### src/rtl/i2cs_pkg.sv
package i2cs_pkg;
  typedef enum logic [3:0] {
    ST_IDLE, ST_ADDR, ST_ADDR_ACK, ST_CMD, ST_CMD_ACK,
    ST_WR, ST_WR_ACK, ST_RD, ST_RD_ACK
  } i2cs_state_e;
endpackage

### src/rtl/i2cs_filter.sv
module i2cs_filter #(
  parameter int FILT_LEN = 4
) (
  input  logic clk,
  input  logic rst_n,
  input  logic raw_i,
  output logic filt_o
);
  localparam int CW = $clog2(FILT_LEN + 1);
  logic [1:0]    sync;
  logic [CW-1:0] cnt;

  // level accepted only after FILT_LEN consecutive differing samples
  always_ff @(posedge clk or negedge rst_n) begin
    if (!rst_n) begin
      sync   <= 2'b11;
      cnt    <= '0;
      filt_o <= 1'b1;
    end else begin
      sync <= {sync[0], raw_i};
      if (sync[1] == filt_o) begin
        cnt <= '0;
      end else if (cnt == CW'(FILT_LEN - 1)) begin
        filt_o <= sync[1];
        cnt    <= '0;
      end else begin
        cnt <= cnt + 1'b1;
      end
    end
  end
endmodule

### src/rtl/i2cs_cond.sv
module i2cs_cond (
  input  logic clk,
  input  logic rst_n,
  input  logic scl,
  input  logic sda,
  output logic start,
  output logic stop,
  output logic scl_rise,
  output logic scl_fall
);
  logic scl_q, sda_q;

  always_ff @(posedge clk or negedge rst_n) begin
    if (!rst_n) begin
      scl_q <= 1'b1;
      sda_q <= 1'b1;
    end else begin
      scl_q <= scl;
      sda_q <= sda;
    end
  end

  assign start    = scl_q & scl & sda_q & ~sda;
  assign stop     = scl_q & scl & ~sda_q & sda;
  assign scl_rise = ~scl_q & scl;
  assign scl_fall = scl_q & ~scl;
endmodule

### src/rtl/i2cs_engine.sv
module i2cs_engine
  import i2cs_pkg::*;
#(
  parameter logic [4:0] ADDR_HI = 5'b11101,
  parameter int         PTR_W   = 3
) (
  input  logic             clk,
  input  logic             rst_n,
  input  logic [1:0]       addr_sel,
  input  logic             sda,
  input  logic             start,
  input  logic             stop,
  input  logic             scl_rise,
  input  logic             scl_fall,
  output logic             sda_oe,
  output logic [PTR_W-1:0] reg_idx,
  output logic             reg_wr,
  output logic [7:0]       reg_wdata,
  output logic             reg_rd,
  input  logic [7:0]       reg_rdata
);
  i2cs_state_e      state;
  logic [3:0]       bitcnt;
  logic [7:0]       shreg;
  logic [PTR_W-1:0] ptr;
  logic             rw_q, mack_q, wr_q;
  logic             rd_now, byte_done;

  assign byte_done = scl_fall && (bitcnt == 4'd8);
  assign rd_now    = scl_fall && ((state == ST_ADDR_ACK && rw_q) ||
                                  (state == ST_RD_ACK && mack_q));

  always_ff @(posedge clk or negedge rst_n) begin
    if (!rst_n) begin
      state  <= ST_IDLE;
      bitcnt <= '0;
      shreg  <= '0;
      ptr    <= '0;
      rw_q   <= 1'b0;
      mack_q <= 1'b0;
      wr_q   <= 1'b0;
      sda_oe <= 1'b0;
    end else begin
      wr_q <= 1'b0;
      if (start) begin
        state  <= ST_ADDR;
        bitcnt <= '0;
        sda_oe <= 1'b0;
      end else if (stop) begin
        state  <= ST_IDLE;
        sda_oe <= 1'b0;
      end else begin
        unique case (state)
          ST_ADDR, ST_CMD, ST_WR: begin
            if (scl_rise) begin
              shreg  <= {shreg[6:0], sda};
              bitcnt <= bitcnt + 4'd1;
            end else if (byte_done) begin
              bitcnt <= '0;
              if (state == ST_ADDR) begin
                if (shreg[7:1] == {ADDR_HI, addr_sel}) begin
                  rw_q   <= shreg[0];
                  sda_oe <= 1'b1;
                  state  <= ST_ADDR_ACK;
                end else begin
                  state <= ST_IDLE;
                end
              end else if (state == ST_CMD) begin
                ptr    <= shreg[PTR_W-1:0];
                sda_oe <= 1'b1;
                state  <= ST_CMD_ACK;
              end else begin
                wr_q   <= 1'b1;
                sda_oe <= 1'b1;
                state  <= ST_WR_ACK;
              end
            end
          end
          ST_ADDR_ACK, ST_CMD_ACK, ST_WR_ACK: begin
            if (scl_fall) begin
              if (state == ST_ADDR_ACK && rw_q) begin
                shreg  <= reg_rdata;
                sda_oe <= ~reg_rdata[7];
                bitcnt <= '0;
                state  <= ST_RD;
              end else begin
                sda_oe <= 1'b0;
                state  <= (state == ST_ADDR_ACK) ? ST_CMD : ST_WR;
              end
            end
          end
          ST_RD: begin
            if (scl_rise) begin
              bitcnt <= bitcnt + 4'd1;
            end else if (byte_done) begin
              sda_oe <= 1'b0;
              mack_q <= 1'b0;
              bitcnt <= '0;
              state  <= ST_RD_ACK;
            end else if (scl_fall) begin
              shreg  <= {shreg[6:0], 1'b0};
              sda_oe <= ~shreg[6];
            end
          end
          ST_RD_ACK: begin
            if (scl_rise) begin
              mack_q <= ~sda;
            end else if (scl_fall) begin
              if (mack_q) begin
                shreg  <= reg_rdata;
                sda_oe <= ~reg_rdata[7];
                bitcnt <= '0;
                state  <= ST_RD;
              end else begin
                state <= ST_IDLE;
              end
            end
          end
          default: ;
        endcase
      end
      if (wr_q || rd_now) ptr <= ptr ^ PTR_W'(1);
    end
  end

  assign reg_idx   = ptr;
  assign reg_wr    = wr_q;
  assign reg_wdata = shreg;
  assign reg_rd    = rd_now;
endmodule

### src/rtl/i2cs_cmd_slave.sv
module i2cs_cmd_slave #(
  parameter logic [4:0] ADDR_HI  = 5'b11101,
  parameter int         FILT_LEN = 4,
  parameter int         PTR_W    = 3
) (
  input  logic             clk,
  input  logic             rst_n,
  input  logic [1:0]       addr_sel,
  input  logic             scl_i,
  input  logic             sda_i,
  output logic             sda_oe,
  output logic [PTR_W-1:0] reg_idx,
  output logic             reg_wr,
  output logic [7:0]       reg_wdata,
  output logic             reg_rd,
  input  logic [7:0]       reg_rdata
);
  localparam int NLINES = 2;  // [0] clock line, [1] data line
  logic [NLINES-1:0] raw, filt;
  logic start, stop, scl_rise, scl_fall;

  assign raw = {sda_i, scl_i};

  for (genvar g = 0; g < NLINES; g++) begin : g_filt
    i2cs_filter #(.FILT_LEN(FILT_LEN)) u_filt (
      .clk(clk), .rst_n(rst_n), .raw_i(raw[g]), .filt_o(filt[g])
    );
  end

  i2cs_cond u_cond (
    .clk(clk), .rst_n(rst_n), .scl(filt[0]), .sda(filt[1]),
    .start(start), .stop(stop), .scl_rise(scl_rise), .scl_fall(scl_fall)
  );

  i2cs_engine #(.ADDR_HI(ADDR_HI), .PTR_W(PTR_W)) u_eng (
    .clk(clk), .rst_n(rst_n), .addr_sel(addr_sel), .sda(filt[1]),
    .start(start), .stop(stop), .scl_rise(scl_rise), .scl_fall(scl_fall),
    .sda_oe(sda_oe), .reg_idx(reg_idx), .reg_wr(reg_wr),
    .reg_wdata(reg_wdata), .reg_rd(reg_rd), .reg_rdata(reg_rdata)
  );
endmodule

### config.mk
export PLATFORM = sky130hd
export DESIGN_NAME = i2cs_cmd_slave
export DESIGN_NICKNAME = d
export VERILOG_FILES = /design/src/rtl/i2cs_pkg.sv /design/src/rtl/i2cs_filter.sv /design/src/rtl/i2cs_cond.sv /design/src/rtl/i2cs_engine.sv /design/src/rtl/i2cs_cmd_slave.sv
export SDC_FILE = /design/constraint.sdc
export NUM_CORES = 1
export LEC_CHECK = 0
export BUFFER_PORTS_ARGS = -buffer_cell sky130_fd_sc_hd__buf_2
export CAP_MARGIN = 20
export CORE_MARGIN = 3
export CORE_UTILIZATION = 40
export CTS_BUF_LIST = sky130_fd_sc_hd__clkbuf_16
export DETAILED_ROUTE_END_ITERATION = 8
export PLACE_DENSITY_LB_ADDON = 0.15
export SLEW_MARGIN = 30
export SYNTH_ARGS = -nofsm -noshare
export SYNTH_HDL_FRONTEND = slang
export SYNTH_HIERARCHICAL = 1
export SYNTH_SLANG_ARGS = --single-unit
### constraint.sdc
create_clock -name clk -period 4.1 [get_ports clk]
set_clock_uncertainty 0.2 [all_clocks]
set_input_delay 0.41 -clock clk [delete_from_list [all_inputs] [get_ports clk]]
set_output_delay 0.41 -clock clk [all_outputs]
set_load 0.005 [all_outputs]
# Yosys cells after proc, flatten, opt, wreduce, memory -nomap -nowiden
# Cells that the tools add are included.
# totals
register_bits	37
word_cells	187
output_inout_bits	14
input_bits	14
# classes
n_bitwise	21
eq_ne	46
addsub	3
muxes	74
n_reduce_logical	26
# op_table
cell	n
$mux W4	20
$mux W8	9
$mux W1	32
$pmux W8 S4	1
$reduce_and A8 Y1	3
$ne A4 B3 Y1 const B	5
$mux W3	6
$ne A2 B1 Y1 const B	9
$eq A4 B3 Y1 const B	4
$pmux W4 S4	1
$ne A2 B2 Y1 const B	7
$not A1 Y1	14
$reduce_and A7 Y1	2
$ne A3 B2 Y1 const B	4
$ne A4 B4 Y1 const B	3
$pmux W4 S3	1
$reduce_and A12 Y1	1
$reduce_and A10 Y1	1
$eq A4 B2 Y1 const B	2
$eq A4 B4 Y1 const B	2
$reduce_bool A2 Y1	4
$reduce_bool A4 Y1	2
$and A1 B1 Y1	7
$eq A7 B7 Y1	1
19 further kinds	29

# Depth between registers and ports, before layout
# Gate-level depths: netlist (run 1).
# logic_depth
word_depth	9
ltp_mapped	8
ltp_nobuf	7

# By module
# The synthesis (run 1) kept the hierarchy.
# by_module_without_submodules
mod	instances	cells_per_inst	seq_area_each_um2	area_per_inst_um2
i2cs_engine	1	175	575.6	1669.1
i2cs_filter at g_filt[0].u_filt	1	13	153.9	232.7
i2cs_filter at g_filt[1].u_filt	1	13	153.9	220.2
i2cs_cond	1	6	52.6	87.6

# Worst setup path before layout (run 1)
# No wires, ideal clock.
# synth_path
kind	register to register
from	register g_filt[1].u_filt.filt_o
to	register u_eng.shreg[2] (netlist: u_eng/reg_wdata[2])
arrival_time_ns	2.286
setup_ns	0.125
n_path_buf	2
slack_ns	1.489
required_time_ns	3.775
stages_incl_launch_ff	8
cell_sequence	dfstp_2 and4b_1 buf_6 or2_2 clkbuf_1 a211o_1 a211oi_4 mux2_2
# synth_between
elab_chain_cells	4
word_cells_on_any_way	6
# synth_lines
element	line_no	source
from (decl)	i2cs_filter.sv:7	output logic filt_o
from (signal assigned)	i2cs_filter.sv:24	filt_o <= sync[1];
$not A1 Y1	i2cs_cond.sv:23	assign start = scl_q & scl & sda_q & ~sda;
$and A1 B1 Y1	i2cs_cond.sv:23	
net start	i2cs_cmd_slave.sv:20	logic start, stop, scl_rise, scl_fall;
$not A1 Y1 (no source line)	--	
$reduce_and A12 Y1 (no source line)	--	
to (signal assigned)	i2cs_engine.sv:56	shreg <= {shreg[6:0], sda};
to (signal assigned)	i2cs_engine.sv:82	shreg <= reg_rdata;
to (signal assigned)	i2cs_engine.sv:101	shreg <= {shreg[6:0], 1'b0};
to (decl)	i2cs_engine.sv:24	logic [7:0] shreg;
# The timed path passes the listed nets, and every way through them passes these cells.
# A chain may end at the register's enable or synchronous reset.

# Worst setup path after layout (run 1)
# layout_path
from	register g_filt[1].u_filt.filt_o
to	register u_eng.shreg[7] (netlist: u_eng/reg_wdata[7])
# The elaborated chain is that of the path after synthesis.

==> flow_metrics.tcl, run 1 <==
set metrics [dict create \
    status "finished clean" \
    postLayoutCoreUtil 0.481 \
    fmaxAchievable_mhz 366 \
    worstPathMaxFanout 9 \
    reg2reg_slack_ps 1370 \
    timing.final.crit_share 0.666 \
    synth.avg_cell_area_um2 10.7 \
    initial_utilization 0.422 \
    die_width_um 80.3 \
    power_mw 1.95 \
    synth_fp_nets 225 \
    path_clk_slew_ps 60 \
    drt_iter0_drc 130 \
    fillers 485 \
    syn_area_um2 2210 \
    antenna_found_initial 0 \
    dp_slack_ps 1380 \
    grt_max_degree 38 \
    p_leak_nw 1.12 \
    layoutNonFillerInstCount 302 \
    vias 1684 \
    drtPass1Iterations 4 \
    drv_slew 0 \
    globalplace.congestion 0.838 \
    regToRegEndpoint "u_eng/reg_wdata[7]$_DFFE_PN0P_" \
    routed_via_density 5.58 \
    clock_latency_ps 280 \
    synth_warnings 6 \
    finalInstanceArea_um2 2520 \
    root_buffer "clkbuf_16" \
    rsz0062_at_grt "false" \
    yosys.area.top_type "dfrtp_1" \
    period_needed_ps 2730 \
    startpoint_type "flop" \
    setup.worst_path.end_class "flop" \
    maxCapViolCount 0 \
    fin_setup_tns_ps 0 \
    wl_per_cell_um 15.4 \
    grt_overflow 0 \
    numCtsBuffers 5 \
    final_cell_mix "dfrtp_1, buf_2, mux2_2" \
    cts_buffer_depth 2 \
    htree_num_levels 2 \
    nets 249 \
    criticalPathCategory "reg2reg" \
    cts-hold-fix-buffers 0 \
    dpl-instance-area_um2 2370 \
    cts_num_sinks 37 \
    holdWs_ps 18.7 \
    tightest_slew_ps 816 \
    area_delta_synth_final_pct 14.0 \
    hpwl_mm 3.24 \
    hold_viol 0 \
    arrival_ps 2700 \
    antenna_cells 0 \
    grt_pass1_wl_mm 8.09 \
    hold_class "in2async" \
    cts_tree "yes" \
    async_flop_share 1.00 \
    grt_use_total 0.163 \
    r2r-start "g_filt[1].u_filt/filt_o$_DFFE_PN1P_" \
    worstPathRequired_ps 4070 \
    post_cts_buffers 0 \
    rows 26 \
    die_h_um 80.3 \
    power_density_nw_per_um2 772 \
    first_global_vias 1628 \
    port_buffers 27 \
    slew_headroom 0.456 \
    mostFrequentLayoutCell "dfrtp_1" \
    yosys.area.top_type_share 0.328 \
    synth-main-ff-cell "dfrtp_1" \
    wl_mm 4.66 \
    drc 0 \
    ys_seq_area_frac 0.424 \
    finalSetupViolations 0 \
    cts-resized-gates 0 \
    synth-edff-count 0 \
    final_layout_size_suffix_gt1_frac 0.336 \
    core_area_um2 5240 \
    placed_cells 294 \
    irDropWorstVdd_uv 425 \
    fp.dieArea_um2 6450 \
    ys_ff_latch 37 \
    ios 28 \
    worst_slack_ps 1370 \
    synth_area_leaders "dfrtp_1, dfstp_2, mux2_2" \
    reg2regPathDepth 5 \
    netlist_instances 207 \
    ys_types 60 \
    ant_nets 0 \
]
-- worst max path at each step --
| stage | startpoint | to | slack [ps] | cells after the start |
|---|---|---|---|---|
| 5_1_grt | g_filt[1].u_filt/filt_o$_DFFE_PN1P_ | u_eng/reg_wdata[3]$_DFFE_PN0P_ | 1240 | 5 |
| 2_1_floorplan | g_filt[1].u_filt/filt_o$_DFFE_PN1P_ | u_eng/reg_wdata[2]$_DFFE_PN0P_ | 1490 | 7 |
| 4_1_cts | g_filt[1].u_filt/filt_o$_DFFE_PN1P_ | u_eng/reg_wdata[3]$_DFFE_PN0P_ | 1340 | 5 |
| 6_report | g_filt[1].u_filt/filt_o$_DFFE_PN1P_ | u_eng/reg_wdata[7]$_DFFE_PN0P_ | 1370 | 5 |
| 3_5_place_dp | g_filt[1].u_filt/filt_o$_DFFE_PN1P_ | u_eng/reg_wdata[3]$_DFFE_PN0P_ | 1380 | 5 |
| 3_3_place_gp | g_filt[1].u_filt/filt_o$_DFFE_PN1P_ | u_eng/reg_wdata[3]$_DFFE_PN0P_ | 1380 | 5 |
-- registers in the layout, indices dropped and copies added, names as in the netlist, 2 cells and up --
signal	cells
u_eng/state	4
g_filt.u_filt/filt_o	2
u_eng/reg_idx	3
u_eng/reg_wdata	8
g_filt.u_filt/cnt	6
u_eng/bitcnt	4
g_filt.u_filt/sync	4
-- routing by layer --
layer / global-route usage / routed length [um] / vias up
met5: 0 / 0 / -
met2: 0.245 / 2120 / 50
met1: 0.229 / 2220 / 817
met3: 0.0336 / 258 / 4
li1: - / - / 813
met4: 0.0659 / 61 / 0
-- report_power, final --
| part | leakage [nW] | internal (mW) | switching (mW) | total [mW] |
|---|---|---|---|---|
| Sequential | 0.459 | 0.497 | 0.166 | 0.664 |
| Clock | 0.0708 | 0.229 | 0.163 | 0.392 |
| Combinational | 0.589 | 0.439 | 0.451 | 0.890 |
-- cells by family after synthesis --
| group | share of synthesized area |
|---|---|
| DFF | 0.424 |
| buffers and inverters | 0.0527 |
| AOI/OAI and AO/OA | 0.161 |
| muxes | 0.130 |
| adders and majority gates | 0.0227 |
| and+or+nand+nor | 0.194 |
| xor gates and xnor gates | 0.0159 |
-- layout make-up --
cell class / instances / area [um2] / share of cell area
repair buffers: 28 / 143 / 0.0566
flip-flops and latches: 37 / 936 / 0.372
clock buffers: 5 / 125 / 0.0497
clock inverters: 3 / 25.0 / 0.00994
well taps: 70 / 87.6 / 0.0348
inverters: 12 / 45.0 / 0.0179
multi-input cells: 147 / 1160 / 0.460
-- synth_stat cells (all sizes together), types with 4 or more instances --
| master | number |
|---|---|
| nor3b | 4 |
| clkbuf | 4 |
| mux2i | 4 |
| nand2 | 13 |
| inv | 12 |
| dfrtp | 29 |
| o21ai | 5 |
| nor3 | 8 |
| a211oi | 4 |
| dfstp | 8 |
| nor2 | 12 |
| nand2b | 4 |
| a21oi | 7 |
| ha | 4 |
| mux2 | 21 |
| buf | 7 |
| nor2b | 6 |
| a31oi | 5 |
-- critical path, cell delays in order (launching register included) --
cell	delay, ps
dfstp_2	580
and4b_1	310
or2_2	410
a211o_1	280
a211oi_4	430
mux2_2	390
Note: power is estimated with default switching activity, not from simulation.
==> inputs of run 2 (changes only) <==
==> constraint.sdc (replaced) <==
create_clock -name clk -period 2.87 [get_ports clk]
set_clock_uncertainty 0.2 [all_clocks]
set_input_delay 0.287 -clock clk [delete_from_list [all_inputs] [get_ports clk]]
set_output_delay 0.287 -clock clk [all_outputs]
set_load 0.005 [all_outputs]
==> run 2 against run 1 <==
Against the previous run:
- hold slack improved by 96 ps
- combinational power increased by 56%
- sequential share of layout area decreased by 2.0 points
- via count increased by 2.7%
- power increased by 54%
- die area unchanged
- sequential power increased by 37%
- global-route usage decreased by 0.29 points
- critical path type unchanged
==> flow_metrics.tcl, run 2 (synthesis gave the netlist of run 1 again) <==
set metrics [dict create \
    area_delta_synth_final_pct 20.6 \
    post_cts_buffers 0 \
    worstPathMaxFanout 8 \
    hold_viol 0 \
    finalSetupViolations 0 \
    routed_via_density 5.49 \
    mostFrequentLayoutCell "dfrtp_1" \
    cts-hold-fix-buffers 3 \
    ant_nets 0 \
    arrival_ps 2560 \
    path_clk_slew_ps 60 \
    antenna_cells 0 \
    drt_iter0_drc 208 \
    cts_tree "yes" \
    cts_num_sinks 37 \
    status "finished clean" \
    placed_cells 304 \
    dp_slack_ps 292 \
    rsz0062_at_grt "false" \
    layoutNonFillerInstCount 315 \
    cts-resized-gates 0 \
    cts_buffer_depth 2 \
    nets 262 \
    hpwl_mm 3.42 \
    grt_overflow 0 \
    reg2reg_slack_ps 270 \
    grt_max_degree 38 \
    initial_utilization 0.422 \
    htree_num_levels 2 \
    core_area_um2 5240 \
    wl_per_cell_um 14.8 \
    numCtsBuffers 5 \
    die_width_um 80.3 \
    ios 28 \
    rows 26 \
    drv_slew 0 \
    irDropWorstVdd_uv 484 \
    first_global_vias 1628 \
    power_mw 3.00 \
    dpl-instance-area_um2 2440 \
    fmaxAchievable_mhz 385 \
    die_h_um 80.3 \
    drtPass1Iterations 4 \
    postLayoutCoreUtil 0.509 \
    vias 1729 \
    wl_mm 4.68 \
    period_needed_ps 2600 \
    hold_class "in2reg" \
    tightest_slew_ps 822 \
    final_cell_mix "dfrtp_1, buf_2, mux2_2" \
    drc 0 \
    holdWs_ps 115 \
    grt_pass1_wl_mm 7.87 \
    startpoint_type "flop" \
    worst_slack_ps 272 \
    largest_reg_flops 8 \
    port_buffers 27 \
    grt_use_total 0.160 \
    maxCapViolCount 0 \
    fin_setup_tns_ps 0 \
    timing.final.crit_share 0.905 \
    setup.worst_path.end_class "flop" \
    globalplace.congestion 0.866 \
    criticalPathCategory "reg2reg" \
    worstPathRequired_ps 2830 \
    power_density_nw_per_um2 1130 \
    clock_latency_ps 280 \
    p_leak_nw 1.21 \
    root_buffer "clkbuf_16" \
    antenna_found_initial 0 \
    slew_headroom 0.452 \
    fp.dieArea_um2 6450 \
    finalInstanceArea_um2 2660 \
    final_layout_size_suffix_gt1_frac 0.359 \
]
[run 2: changes by cell type in the layout (fill, tap and decap cells not counted), sizes merged]
cell | before | now
inv | 14 | 12
dlygate4sd3 | 0 | 3
buf | 28 | 38
clkinv | 0 | 1
clkinvlp | 1 | 0
bufinv | 0 | 2
[run 2: critical path, stage by stage (launching register included)]
cell and delay [ps]:
dfstp_2 580, and4b_1 210, or2_2 370, a211o_1 290, a211oi_4 430, mux2_2 390
[run 2: cell type report]
type | count | area, um2
timing repair buffer | 41 | 248
multi-input combinational | 147 | 1160
inverter | 12 | 45.0
fill | 476 | 2570
clock buffer | 5 | 125
tap | 70 | 87.6
sequential | 37 | 936
clock inverter | 3 | 65.1
[run 2: worst paths after layout]
check                                                    start                                  to  depth (start not counted)
max                        g_filt[1].u_filt/filt_o$_DFFE_PN1P_      u_eng/reg_wdata[2]$_DFFE_PN0P_                          5
min                                               reg_rdata[0]      u_eng/reg_wdata[0]$_DFFE_PN0P_                          3
max reg2reg                g_filt[1].u_filt/filt_o$_DFFE_PN1P_      u_eng/reg_wdata[2]$_DFFE_PN0P_                          5
min reg2reg                 g_filt[1].u_filt/sync[0]$_DFF_PN1_  g_filt[1].u_filt/sync[1]$_DFF_PN1_                          0
max in group asynchronous                                rst_n      u_eng/reg_wdata[3]$_DFFE_PN0P_                          2
min in group asynchronous                                rst_n          u_eng/state[3]$_DFFE_PN0P_                          2
[run 2: where the power goes]
part / internal [mW] / total, mW / leakage, nW / switching [mW]
sequential: 0.712 / 0.910 / 0.459 / 0.198
clock: 0.496 / 0.703 / 0.0938 / 0.207
combinational: 0.695 / 1.39 / 0.653 / 0.695
total: 1.90 / 3.00 / 1.21 / 1.10
[run 2: per-layer routing]
layer	vias to the layer above	part of all wire	wire, um	global-route usage
li1	841	-	-	-
met1	836	0.49	2270	0.225
met2	47	0.46	2130	0.244
met3	5	0.048	223	0.0336
met4	0	0.011	52	0.0557
met5	-	0	0	0
==> inputs of run 3 (changes only) <==
--- a/config.mk
+++ b/config.mk
@@ -10,8 +10,10 @@
 export CORE_MARGIN = 3
 export CORE_UTILIZATION = 40
 export CTS_BUF_LIST = sky130_fd_sc_hd__clkbuf_16
+export CTS_CLUSTER_DIAMETER = 80
 export DETAILED_ROUTE_END_ITERATION = 8
 export PLACE_DENSITY_LB_ADDON = 0.15
+export SETUP_SLACK_MARGIN = 0.4
 export SLEW_MARGIN = 30
 export SYNTH_ARGS = -nofsm -noshare
 export SYNTH_HDL_FRONTEND = slang
==> run 3 against run 2 <==
Against the previous run:
- setup slack better by 190 ps
- sequential share of layout area shrank 0.43 points
- register-to-register slack better by 190 ps
- clock power fell by 19%
- power is 0.75% higher
- hold slack got worse by 15 ps
- final area up 1.5%
- critical path depth rose by 1
- die area unchanged
- combinational power up 12%
- final cell count grew 1.9%
- sequential power shrank 0.8%
- largest power group unchanged
==> flow_metrics.tcl, run 3 (synthesis gave the netlist of run 1 again) <==
set metrics [dict create \
    regArea_um2 938 \
    irDropWorstVdd_uv 606 \
    cts_buffer_depth 2 \
    root_buffer "clkbuf_16" \
    maxCapViolCount 0 \
    die_h_um 80.3 \
    dp_slack_ps 245 \
    final_cell_mix "dfrtp_1, buf_2, mux2_2, buf_4, nand2_1" \
    use_met2 0.263 \
    holdWs_ps 99.1 \
    fillers 485 \
    p_leak_nw 1.22 \
    numCtsBuffers 5 \
    antenna_found_initial 0 \
    area_delta_synth_final_pct 22.4 \
    worstPathRequired_ps 2830 \
    hold_class "in2reg" \
    cts_tree "yes" \
    final_layout_size_suffix_gt1_frac 0.402 \
    finalInstanceArea_um2 2700 \
    arrival_ps 2370 \
    dpl-instance-area_um2 2450 \
    hold_viol 0 \
    clock_latency_ps 280 \
    met1_usage 0.240 \
    wl_per_cell_um 15.4 \
    ant_nets 0 \
    rows 26 \
    period_needed_ps 2400 \
    finalSetupViolations 0 \
    slew_headroom 0.440 \
    layoutNonFillerInstCount 321 \
    grt_max_degree 38 \
    drc 0 \
    rsz0062_at_grt "false" \
    setup.worst_path.end_class "flop" \
    globalplace.congestion 0.903 \
    power_density_nw_per_um2 1120 \
    largest_reg_flops 8 \
    worstPathMaxFanout 8 \
    tightest_slew_ps 840 \
    fin_setup_tns_ps 0 \
    routed_via_density 5.38 \
    port_buffers 27 \
    placed_cells 304 \
    drt_iter0_drc 144 \
    met3_usage 0.0325 \
    fp.dieArea_um2 6450 \
    worst_slack_ps 465 \
    antenna_cells 0 \
    core_area_um2 5240 \
    nets 268 \
    drv_slew 0 \
    startpoint_type "flop" \
    top_usage_layer "met2" \
    drtPass1Iterations 4 \
    grt_use_total 0.171 \
    path_clk_slew_ps 60 \
    wl_mm 4.94 \
    first_global_vias 1707 \
    grt_pass1_wl_mm 8.54 \
    hpwl_mm 3.46 \
    criticalPathCategory "reg2reg" \
    fmaxAchievable_mhz 416 \
    ios 28 \
    status "finished clean" \
    grt_overflow 0 \
    die_width_um 80.3 \
    timing.final.crit_share 0.838 \
    vias 1728 \
    multiInputGateArea_um2 1180 \
    initial_utilization 0.422 \
    htree_num_levels 2 \
    cts_num_sinks 37 \
]
run 3: stage by stage:
step | utilization | total power, mW
3_3_place_gp | 0.468 | 2.33
5_1_grt | 0.516 | 3.26
2_1_floorplan | - | 1.96
3_5_place_dp | 0.468 | 2.33
6_report | 0.516 | 3.03
4_1_cts | 0.508 | 2.96
run 3: critical path, cell delays in order (launching register included):
cell and delay [ps]:
dfstp_2 540, and4b_2 240, or2_4 290, a211o_1 270, a211oi_4 250, buf_12 160
mux2_2 340
run 3: final cells by class:
type                       count  share of cell area
clock buffer                   5              0.0463
tap                           70              0.0324
sequential                    37               0.347
inverter                      12              0.0167
clock inverter                 3             0.00925
multi-input combinational    147               0.435
timing repair buffer          47               0.113
run 3: path summary, 6_finish.rpt:
kind                                                      end  slack [ps]  cells past startpoint                           startpoint
hold / removal                 u_eng/reg_wdata[0]$_DFFE_PN0P_         100                      3                         reg_rdata[0]
min in group asynchronous          u_eng/state[0]$_DFFE_PN0P_         450                      2                                rst_n
max in group asynchronous          u_eng/state[2]$_DFFE_PN0P_        1450                      2                                rst_n
setup reg to reg               u_eng/reg_wdata[2]$_DFFE_PN0P_         470                      6  g_filt[1].u_filt/filt_o$_DFFE_PN1P_
setup / recovery               u_eng/reg_wdata[2]$_DFFE_PN0P_         470                      6  g_filt[1].u_filt/filt_o$_DFFE_PN1P_
hold reg to reg            g_filt[0].u_filt/sync[1]$_DFF_PN1_         160                      0   g_filt[0].u_filt/sync[0]$_DFF_PN1_
run 3: per-layer routing:
metal	part of all wire	vias to the layer above
li1	-	852
met1	0.50	842
met2	0.46	30
met3	0.034	4
met4	0.011	0
met5	0	-
run 3: where the power goes:
part | leakage, nW | switching (mW) | internal [mW]
Combinational | 0.692 | 0.748 | 0.806
Clock | 0.0708 | 0.240 | 0.328
Sequential | 0.457 | 0.190 | 0.713
run 3: repair_timing:
item | in CTS | in global routing
setup endpoints to repair | 10 | 11
endpoints found under the hold margin | 31 | 0
pin swaps | 1 | 0
resized for setup | 1 | 6
setup buffers | 2 | 4
hold buffers | 3 | 0
